File: config.mk
export PLATFORM = sky130hd
export DESIGN_NAME = dram_emu
export DESIGN_NICKNAME = d
export VERILOG_FILES = /design/src/rtl/dram_emu_pkg.sv /design/src/rtl/dram_cell_array.sv /design/src/rtl/dram_age_tracker.sv /design/src/rtl/dram_emu.sv
export SDC_FILE = /design/constraint.sdc
export NUM_CORES = 2
export LEC_CHECK = 0
export ABC_AREA = 1
export BUFFER_PORTS_ARGS = -buffer_cell sky130_fd_sc_hd__buf_4
export CORE_ASPECT_RATIO = 1.5
export CORE_MARGIN = 4
export CORE_UTILIZATION = 40
export CTS_CLUSTER_DIAMETER = 50
export DETAILED_ROUTE_END_ITERATION = 10
export PLACE_DENSITY_LB_ADDON = 0.3
export SYNTH_ARGS = -nofsm -noshare
export SYNTH_HDL_FRONTEND = slang
export SYNTH_HIERARCHICAL = 1
export SYNTH_SLANG_ARGS = --single-unit
File: constraint.sdc
create_clock -name clk -period 2.25 [get_ports clk]
set_input_delay 0.45 -clock clk [delete_from_list [all_inputs] [get_ports clk]]
set_output_delay 0.45 -clock clk [all_outputs]
set_load 0.01 [all_outputs]
File: src/rtl/dram_emu_pkg.sv
package dram_emu_pkg;

    // Access event decoded from the strobes in one sampling cycle
    typedef enum logic [1:0] {
        EV_NONE   = 2'd0,
        EV_READ   = 2'd1,
        EV_EWRITE = 2'd2,
        EV_RMW    = 2'd3
    } dram_ev_e;

endpackage

File: src/rtl/dram_cell_array.sv
module dram_cell_array #(
    parameter int AW = 5
) (
    input  logic          clk,
    input  logic          wr_en,
    input  logic [AW-1:0] wr_row,
    input  logic [AW-1:0] wr_col,
    input  logic          wr_bit,
    input  logic [AW-1:0] rd_row,
    input  logic [AW-1:0] rd_col,
    output logic          rd_bit
);

    localparam int ROWS = 1 << AW;
    localparam int COLS = 1 << AW;

    logic [COLS-1:0] cells [ROWS];

    always_ff @(posedge clk) begin
        if (wr_en) begin
            cells[wr_row][wr_col] <= wr_bit;
        end
    end

    assign rd_bit = cells[rd_row][rd_col];

endmodule

File: src/rtl/dram_age_tracker.sv
module dram_age_tracker #(
    parameter int GW     = 4,
    parameter int WINDOW = 3000
) (
    input  logic          clk,
    input  logic          rst_n,
    input  logic          ref_en,
    input  logic [GW-1:0] ref_grp,
    output logic          any_expired
);

    localparam int             GROUPS = 1 << GW;
    localparam int             CW     = $clog2(WINDOW + 1);
    localparam logic [CW-1:0]  LIMIT  = CW'(WINDOW);

    logic [GROUPS-1:0] expired;

    for (genvar g = 0; g < GROUPS; g++) begin : g_grp
        logic [CW-1:0] age_q;

        always_ff @(posedge clk or negedge rst_n) begin
            if (!rst_n) begin
                age_q <= '0;
            end else if (ref_en && (ref_grp == GW'(g))) begin
                age_q <= '0;
            end else if (age_q != LIMIT) begin
                age_q <= age_q + CW'(1);
            end
        end

        assign expired[g] = (age_q == LIMIT);
    end

    assign any_expired = |expired;

endmodule

File: src/rtl/dram_emu.sv
module dram_emu
    import dram_emu_pkg::*;
#(
    parameter int AW     = 5,
    parameter int WINDOW = 3000
) (
    input  logic          clk,
    input  logic          rst_n,
    input  logic          ras_n,
    input  logic          cas_n,
    input  logic          we_n,
    input  logic [AW-1:0] addr,
    input  logic          din,
    output logic          q,
    output logic          q_oe,
    output logic          decay_err
);

    localparam int RFW = AW - 1;

    typedef struct packed {
        logic          ras_p;
        logic          cas_p;
        logic          we_p;
        logic [AW-1:0] row;
        logic [AW-1:0] wr_row;
        logic [AW-1:0] wr_col;
        logic          oe;
        logic          dq;
        logic          err;
    } state_t;

    state_t s_q, s_d;

    logic          ras_fall, cas_fall, we_fall;
    logic [AW-1:0] row_sel;
    dram_ev_e      ev;
    logic          wr_en;
    logic [AW-1:0] wr_r, wr_c;
    logic          rd_bit;
    logic          any_expired;

    // Strobe edges and access decode
    always_comb begin
        ras_fall = s_q.ras_p & ~ras_n;
        cas_fall = s_q.cas_p & ~cas_n & ~ras_n;
        we_fall  = s_q.we_p & ~we_n;
        row_sel  = ras_fall ? addr : s_q.row;
        ev       = EV_NONE;
        if (cas_fall) begin
            ev = we_n ? EV_READ : EV_EWRITE;
        end else if (s_q.oe && !cas_n && !ras_n && we_fall) begin
            ev = EV_RMW;
        end
        wr_en = (ev == EV_EWRITE) || (ev == EV_RMW);
        wr_r  = (ev == EV_RMW) ? s_q.wr_row : row_sel;
        wr_c  = (ev == EV_RMW) ? s_q.wr_col : addr;
    end

    // Next state
    always_comb begin
        s_d       = s_q;
        s_d.ras_p = ras_n;
        s_d.cas_p = cas_n;
        s_d.we_p  = we_n;
        if (ras_fall) begin
            s_d.row = addr;
        end
        case (ev)
            EV_READ: begin
                s_d.oe     = 1'b1;
                s_d.dq     = rd_bit;
                s_d.wr_row = row_sel;
                s_d.wr_col = addr;
            end
            EV_EWRITE: begin
                s_d.oe = 1'b0;
            end
            default: begin
            end
        endcase
        if (cas_n) begin
            s_d.oe = 1'b0;
        end
        if (any_expired) begin
            s_d.err = 1'b1;
        end
    end

    always_ff @(posedge clk or negedge rst_n) begin
        if (!rst_n) begin
            s_q.ras_p  <= 1'b1;
            s_q.cas_p  <= 1'b1;
            s_q.we_p   <= 1'b1;
            s_q.row    <= '0;
            s_q.wr_row <= '0;
            s_q.wr_col <= '0;
            s_q.oe     <= 1'b0;
            s_q.dq     <= 1'b0;
            s_q.err    <= 1'b0;
        end else begin
            s_q <= s_d;
        end
    end

    dram_cell_array #(.AW(AW)) u_cells (
        .clk    (clk),
        .wr_en  (wr_en),
        .wr_row (wr_r),
        .wr_col (wr_c),
        .wr_bit (din),
        .rd_row (row_sel),
        .rd_col (addr),
        .rd_bit (rd_bit)
    );

    dram_age_tracker #(.GW(RFW), .WINDOW(WINDOW)) u_age (
        .clk         (clk),
        .rst_n       (rst_n),
        .ref_en      (ras_fall),
        .ref_grp     (addr[RFW-1:0]),
        .any_expired (any_expired)
    );

    assign q         = s_q.dq;
    assign q_oe      = s_q.oe;
    assign decay_err = s_q.err;

endmodule

== Yosys cells after proc, flatten, opt, wreduce, memory -nomap -nowiden ==
Memories as Yosys holds them, arrays and structs flattened.
Index checks and enable logic that the tools add are counted.

* Memories: 1
* RAM bits: 1024
* Bits of input ports: 11
* Logic and storage cells: 190
* Register bits: 213

{| class="wikitable"
|+ Memories
! name !! words !! bits a word !! read ports !! clocked after Yosys merged registers in !! write ports !! line !! text
|-
| u_cells.cells || 32 || 32 || 1 || 0 || 1 || dram_cell_array.sv:17 || <nowiki>logic [COLS-1:0] cells [ROWS];</nowiki>
|}

* Multiplexer cells: 46
* Bitwise gates (word level): 7
* Magnitude comparators: 3
* Add/subtract/negate cells: 16
* Equal/unequal tests: 50
* Reductions and logical operators: 42

{| class="wikitable"
|+ Operators with widths
! kind !! count
|-
| 12-bit 2-to-1 mux || 32
|-
| 12-bit by 1-bit adder with 12-bit output (second input constant) || 16
|-
| 12-bit equality test (second input constant) || 16
|-
| 12-bit != test (second input constant) || 16
|-
| 4-bit equality test (second input constant) || 8
|-
| 32-bit 2-to-1 mux || 1
|-
| 2-bit nonzero test || 16
|-
| 1-bit logical AND || 20
|-
| 4-bit by 3-bit equality test with 1-bit output (second input constant) || 4
|-
| 16-bit OR reduction || 1
|-
| 5-bit 2-to-1 mux || 3
|-
| 5-bit by 6-bit less-than comparator with 1-bit output (second input constant) || 2
|-
| 4-bit by 2-bit equality test with 1-bit output (second input constant) || 2
|-
| 2-bit 2-to-1 mux || 3
|-
| 1-bit binary-select mux with 5-bit select || 1
|-
| 1-bit demux with 5-bit select || 1
|-
| 5-bit by 1-bit >= comparator with 1-bit output (second input constant) || 1
|-
| 1-bit bitwise AND || 4
|-
| 2-bit equality test (second input constant) || 2
|-
| 4-bit by 1-bit equality test with 1-bit output (second input constant) || 1
|-
| 4-bit zero test || 1
|-
| 1-bit 2-to-1 mux || 4
|-
| 1-bit NOT || 3
|-
| 3-bit nonzero test || 1
|-
| other kinds (4) || 5
|}

== Longest topological paths before layout ==
* Word-level depth: 13
* Mapped depth: 23

== Modules after synthesis ==
Netlist, hierarchy kept.

{| class="wikitable"
|+ By module, submodules not included
! module !! area an instance (um^2) !! cells an instance !! instances
|-
| dram_cell_array || 46266.9 || 4649 || 1
|-
| dram_age_tracker || 10222.3 || 1340 || 1
|-
| dram_emu || 969.7 || 122 || 1
|}

== Least setup slack after synthesis ==
No wires, ideal clock.

* Kind: flip-flop to flip-flop
* Start point: register s_q[18] (netlist bit)
* End point: memory u_cells/cells[17][30] (netlist bit) (enable)
* Buffers on the path: 3
* Library setup time: 300 ps
* Data required time: 1950 ps
* Clock period less this slack: 2421 ps
* Path slack: -171 ps
* Cell stages (with the launch flop): 12
* Data arrival time: 2122 ps
* Cells stage by stage: dfstp_2 > inv_1 > nor2_1 > nand4_1 > buf_2 > o21ai_1 > inv_1 > nor3_1 > nand2_1 > buf_2 > buf_1 > nor2_1

{| class="wikitable"
|+ RTL lines
! element !! line !! text
|-
| from (decl) || dram_emu.sv:33 || <nowiki>state_t s_q, s_d;</nowiki>
|-
| 1-bit bitwise AND (*) || dram_emu.sv:47 || <nowiki>we_fall = s_q.we_p & ~we_n;</nowiki>
|-
| 1-bit logical AND (*) || dram_emu.sv:52 || <nowiki>end else if (s_q.oe && !cas_n && !ras_n && we_fall) begin</nowiki>
|-
| 2-bit 2-to-1 mux (*) || dram_emu.sv:52 ||
|-
| 2-bit 2-to-1 mux (*) || dram_emu.sv:50 || <nowiki>if (cas_fall) begin</nowiki>
|-
| 2-bit equality test || dram_emu.sv:55 || <nowiki>wr_en = (ev == EV_EWRITE) || (ev == EV_RMW);</nowiki>
|-
| 1-bit logical OR (*) || dram_emu.sv:55 ||
|-
| named net wr_en || dram_emu.sv:38 || <nowiki>logic wr_en;</nowiki>
|-
| 1-bit 2-to-1 mux (*) || dram_cell_array.sv:20 || <nowiki>if (wr_en) begin</nowiki>
|-
| 32-bit 2-to-1 mux (implied by the code) (*) || dram_cell_array.sv:21 || <nowiki>cells[wr_row][wr_col] <= wr_bit;</nowiki>
|-
| to (decl) || dram_cell_array.sv:17 ||
|}

Mark *: on every way through the listed nets, which the timed path passes. The rest lies on a longest branch.

== Final worst setup path ==
* Start point: register s_q[20] (netlist bit)
* End point: register s_q, in the netlist q

* Word-level cells in the longest chain between the ends: 5

{| class="wikitable"
|+ Ends and longest elaborated chain
! element !! line !! text
|-
| 1-bit bitwise AND || dram_emu.sv:45 || <nowiki>ras_fall = s_q.ras_p & ~ras_n;</nowiki>
|-
| named net ras_fall || dram_emu.sv:35 || <nowiki>logic ras_fall, cas_fall, we_fall;</nowiki>
|-
| 5-bit 2-to-1 mux || - ||
|-
| named net row_sel[4] || dram_emu.sv:36 || <nowiki>logic [AW-1:0] row_sel;</nowiki>
|-
| memory read 32 x 32 bit || - ||
|-
| 1-bit binary-select mux with 5-bit select || dram_cell_array.sv:25 || <nowiki>assign rd_bit = cells[rd_row][rd_col];</nowiki>
|-
| 1-bit 2-to-1 mux (implied by the code) || dram_cell_array.sv:25 ||
|-
| named net rd_bit || dram_emu.sv:40 || <nowiki>logic rd_bit;</nowiki>
|}

The timed path passes the listed nets, and every way through them passes these cells. The select of a mux whose other input is x is not followed.
A chain may end at the register's enable or synchronous reset.

==> flow_metrics.py <==
metrics = {
    "run_status": {
        "outcome": "complete, but fails checks",
        "violations_in_the_final_reports": "setup timing",
    },
    "timing": {
        "finalSetupViolations": 1025,
        "hold_viol_final": 0,
        "grt_setup_unrepaired": "true",
        "skew_ns": 0.0522,
        "timing.final.crit_share_pct": 130,
        "max_slew.worst_pin.slew_ns": 0.724,
        "final.min_clock_period_ns": 2.92,
        "slew_viol_final": 0,
        "clock.fmax_mhz": 343,
        "timing.max_slew.rel_slack_pct": 51.7,
        "final.setup.worst_slack_ns": -0.666,
    },
    "finish": {
        "final_cells": 8464,
        "syn_to_final_growth_pct": 30.2,
        "finalNetCount": 6517,
        "layout.filler_cells": 12222,
        "layout-drive-gt1-share_pct": 21.1,
        "final_util_pct": 52.4,
    },
    "place": {
        "dpl.cell_count": 8039,
        "hpwl_um": 110000,
        "pre_cts_setup_slack_ns": -0.966,
        "port-buffer-count": 13,
        "weighted_congestion_reported_at_the_end_of_routability_driven_placement": 0.863,
    },
    "yosys": {
        "synth.avg_cell_area_um2": 9.40,
        "ys.warnings.count": 6,
        "synth.top_cells.by_area": "sky130_fd_sc_hd__edfxtp_1 (54%), sky130_fd_sc_hd__nand3_1 (9.7%), sky130_fd_sc_hd__nand2_1 (9.4%)",
        "syn-instance-count": 6111,
        "synth.cells.most_frequent": "sky130_fd_sc_hd__nand2_1 (1436), sky130_fd_sc_hd__nor2_1 (1248), sky130_fd_sc_hd__nand3_1 (1110)",
        "synth_top_cell_by_area": "sky130_fd_sc_hd__edfxtp_1",
        "ys_seq_area_share_pct": 62.8,
        "synth_async_sr_flop_share_pct": 17.2,
        "synthDominantCellAreaShare_pct": 53.5,
        "synth-edff-count": 1024,
        "ys_dominant_reg_cell": "sky130_fd_sc_hd__edfxtp_1",
        "synth.cell_area_mm2": 0.0575,
        "yosys.cell_count.top_type": "sky130_fd_sc_hd__nand2_1",
        "yosysUniqueCellTypes": 42,
        "synth_nets": 6154,
        "postSynthRegisterBits": 1237,
    },
    "detailed_routing": {
        "drc_errors": 0,
        "met2WireLength_um": 98800,
        "first_pass_iters": 8,
        "via_count": 47894,
        "route.antenna.remaining_nets": 0,
        "drt_iter0_markers": 5754,
        "route.top_layer_used": "met5",
        "drt-total-wl_um": 205000,
        "post_detailed_route_wirelength_per_cell_um": 24.2,
        "route.met3.wl_um": 17400,
        "wl_met1_um": 68400,
        "routed_via_density": 5.66,
    },
    "critical_path": {
        "worstPathBufferInverterCount": 6,
        "crit_slowest_cell": "sky130_fd_sc_hd__dfstp_2",
        "timing.critical_path.fanout_max": 11,
        "critPathMostFrequentCell": "sky130_fd_sc_hd__nand3_2",
        "critPathMaxStageDelay_ns": 0.54,
        "worst_ep_arrival_time_ns": 3.56,
        "critical_path.cell_chain": "nand2_4, inv_4, buf_12, buf_4, nand2_2, nand2_2, clkinv_1, buf_4, nand3_2, nand3_2, buf_6, nand3_2, nand2_2, nand2_1, nand3_2, nand3_2, nand2_2, nand2_1, nand2_1",
        "crit_path_end_kind": "register",
        "timing.setup.critical_path_class": "register to register",
        "cp.required_ns": 2.89,
        "setup.worst_path.start_class": "register",
        "path_delay_family": "simple AND/OR/NAND/NOR gates",
    },
    "cts": {
        "cts_bufs_inserted": 117,
        "cts_h_tree_depth": 3,
        "cts_tree": "yes",
        "clk-insertion-delay-late_ns": 0.77,
        "cts_buffer_depth": 3,
        "clkSinkCount": 1237,
        "cts.reportedPaths.clkPinSlew_ns": 0.06,
        "clock_tree.root_cell": "sky130_fd_sc_hd__clkbuf_16",
    },
    "power_and_ir_drop": {
        "swShare_pct": 29.8,
        "combPwrFrac_pct": 21.4,
        "total_power_w": 0.0611,
        "intPower_w": 0.0429,
        "powerDensity_mw_per_mm2": 816,
        "power_switching_w": 0.0182,
        "vdd.ir_drop.worst_uv": 675,
        "p_clk_share_pct": 33.8,
        "share_seq_of_total_power_pct": 44.8,
        "static-leakage-power_nw": 28.2,
    },
    "global_routing": {
        "number_of_global_route_vias_before_repair": 45780,
        "wire_length_of_the_first_global_routing_pass_um": 286000,
        "antenna_found_initial": 3,
        "globalRoute.totalOverflow": 0,
        "gr-usage-all-layers_pct": 25.2,
        "grt_max_degree": 106,
    },
    "floorplan": {
        "io_pins": 14,
        "core_region_area_mm2": 0.143,
        "core.rowCount": 170,
        "die_h_um": 472,
        "floorplan.initialDensity_pct": 40.2,
        "die_x_um": 317,
        "die_ar_mm2": 0.150,
    },
    "min_path": {
        "min-delay-path-class": "input pin to register",
    },
    "flow_run": {
        "max_cap_viol_count": 0,
    },
}
## worst paths after layout
kind,start,endpoint,slack (ns),depth (start not counted)
setup / recovery,s_q[20],q,-0.67,19
hold / removal,din,u_cells/cells[19][27],0.04,1
setup reg to reg,s_q[20],q,-0.67,19
hold reg to reg,s_q[3],s_q[3],0.49,2
max in group asynchronous,rst_n,s_q[20],1.29,3
min in group asynchronous,rst_n,u_age/g_grp[5].age_q[9],0.25,2
## power by group through the flow
stage          Clock (W)  Combinational (W)  Sequential [W]
2_1_floorplan          0            0.00627          0.0275
3_3_place_gp           0            0.00995          0.0277
3_5_place_dp           0             0.0102          0.0278
4_1_cts           0.0208             0.0121          0.0273
5_1_grt           0.0218             0.0141          0.0275
6_report          0.0206             0.0131          0.0273
## placed cells by master (no fill, tap or decap), types with 19 or more instances in the layout
cell type	n
sky130_fd_sc_hd__nor2_4	97
sky130_fd_sc_hd__buf_16	70
sky130_fd_sc_hd__a21oi_1	80
sky130_fd_sc_hd__nand2_2	23
sky130_fd_sc_hd__nand4_1	26
sky130_fd_sc_hd__inv_1	243
sky130_fd_sc_hd__nor2_2	123
sky130_fd_sc_hd__nand2_8	37
sky130_fd_sc_hd__o21ai_0	72
sky130_fd_sc_hd__nor3_1	61
sky130_fd_sc_hd__buf_12	191
sky130_fd_sc_hd__nor3_4	19
sky130_fd_sc_hd__nor2_1	1036
sky130_fd_sc_hd__nand2_4	26
sky130_fd_sc_hd__clkbuf_16	147
sky130_fd_sc_hd__edfxtp_1	1024
sky130_fd_sc_hd__ha_1	32
sky130_fd_sc_hd__dfrtp_1	210
sky130_fd_sc_hd__buf_6	67
sky130_fd_sc_hd__nand3_2	150
sky130_fd_sc_hd__buf_4	259
sky130_fd_sc_hd__clkinv_2	26
sky130_fd_sc_hd__nand2_1	1353
sky130_fd_sc_hd__xor2_1	25
sky130_fd_sc_hd__buf_8	22
sky130_fd_sc_hd__nand3_1	945
## per-layer routing
metal | global-route usage [%] | vias up
met5 | 0 | -
met4 | 18.5 | 2
met3 | 3.90 | 793
met2 | 43.3 | 2570
met1 | 28.3 | 23344
li1 | - | 21185
## final cells by class
type                    count  area, um^2  share of cell area, %
flip-flops and latches   1237       36100                   48.2
multi-input cells        4181       21100                   28.3
repair buffers            661       10100                   13.5
clock buffers             141        3130                   4.18
well taps                1892        2370                   3.16
inverters                 273        1140                   1.53
clock inverters            75         817                   1.09
repair inverters            3        43.8                 0.0585
diodes                      1        2.50                0.00334
## repair_timing
action	CTS	global route
setup buffers	86	27
pin swaps	95	117
endpoints found under the hold margin	60	0
endpoints found under the setup margin	1025	1026
gates resized for setup	614	326
cloned	68	34
hold buffers	6	0
## metrics by stage
step | TNS [ns] | hold slack, ns | instance area [um^2]
after floorplan | -0.338 | 0.154 | 57600
after global placement | -708.61 | 0.463 | 63300
after detailed placement | -725.00 | 0.470 | 63300
after CTS | -322.63 | 0.0176 | 72500
after global routing | -451.10 | 0.0359 | 74800
final | -402.85 | 0.0429 | 74800
## registers in the layout, indices dropped and copies added (netlist names)
name	flops
q_oe	1
u_age/g_grp.age_q	192
s_q	18
decay_err	1
q	1
u_cells/cells	1024
## logic make-up (layout without fill, tap and decap cells)
logic type               count (synthesis)  in the layout  synth area share (%)
buffers and inverters                  694           1153                  5.65
other                                    0              1                     0
AO/OA/AOI/OAI                          180            180                  1.68
adder cells (fa/ha/maj)                 32             32                 0.697
AND/OR/NAND/NOR                       3943           3944                  28.8
flip-flops                            1237           1237                  62.8
XOR/XNOR                                25             25                 0.381
Power figures use the tool's default switching activity.
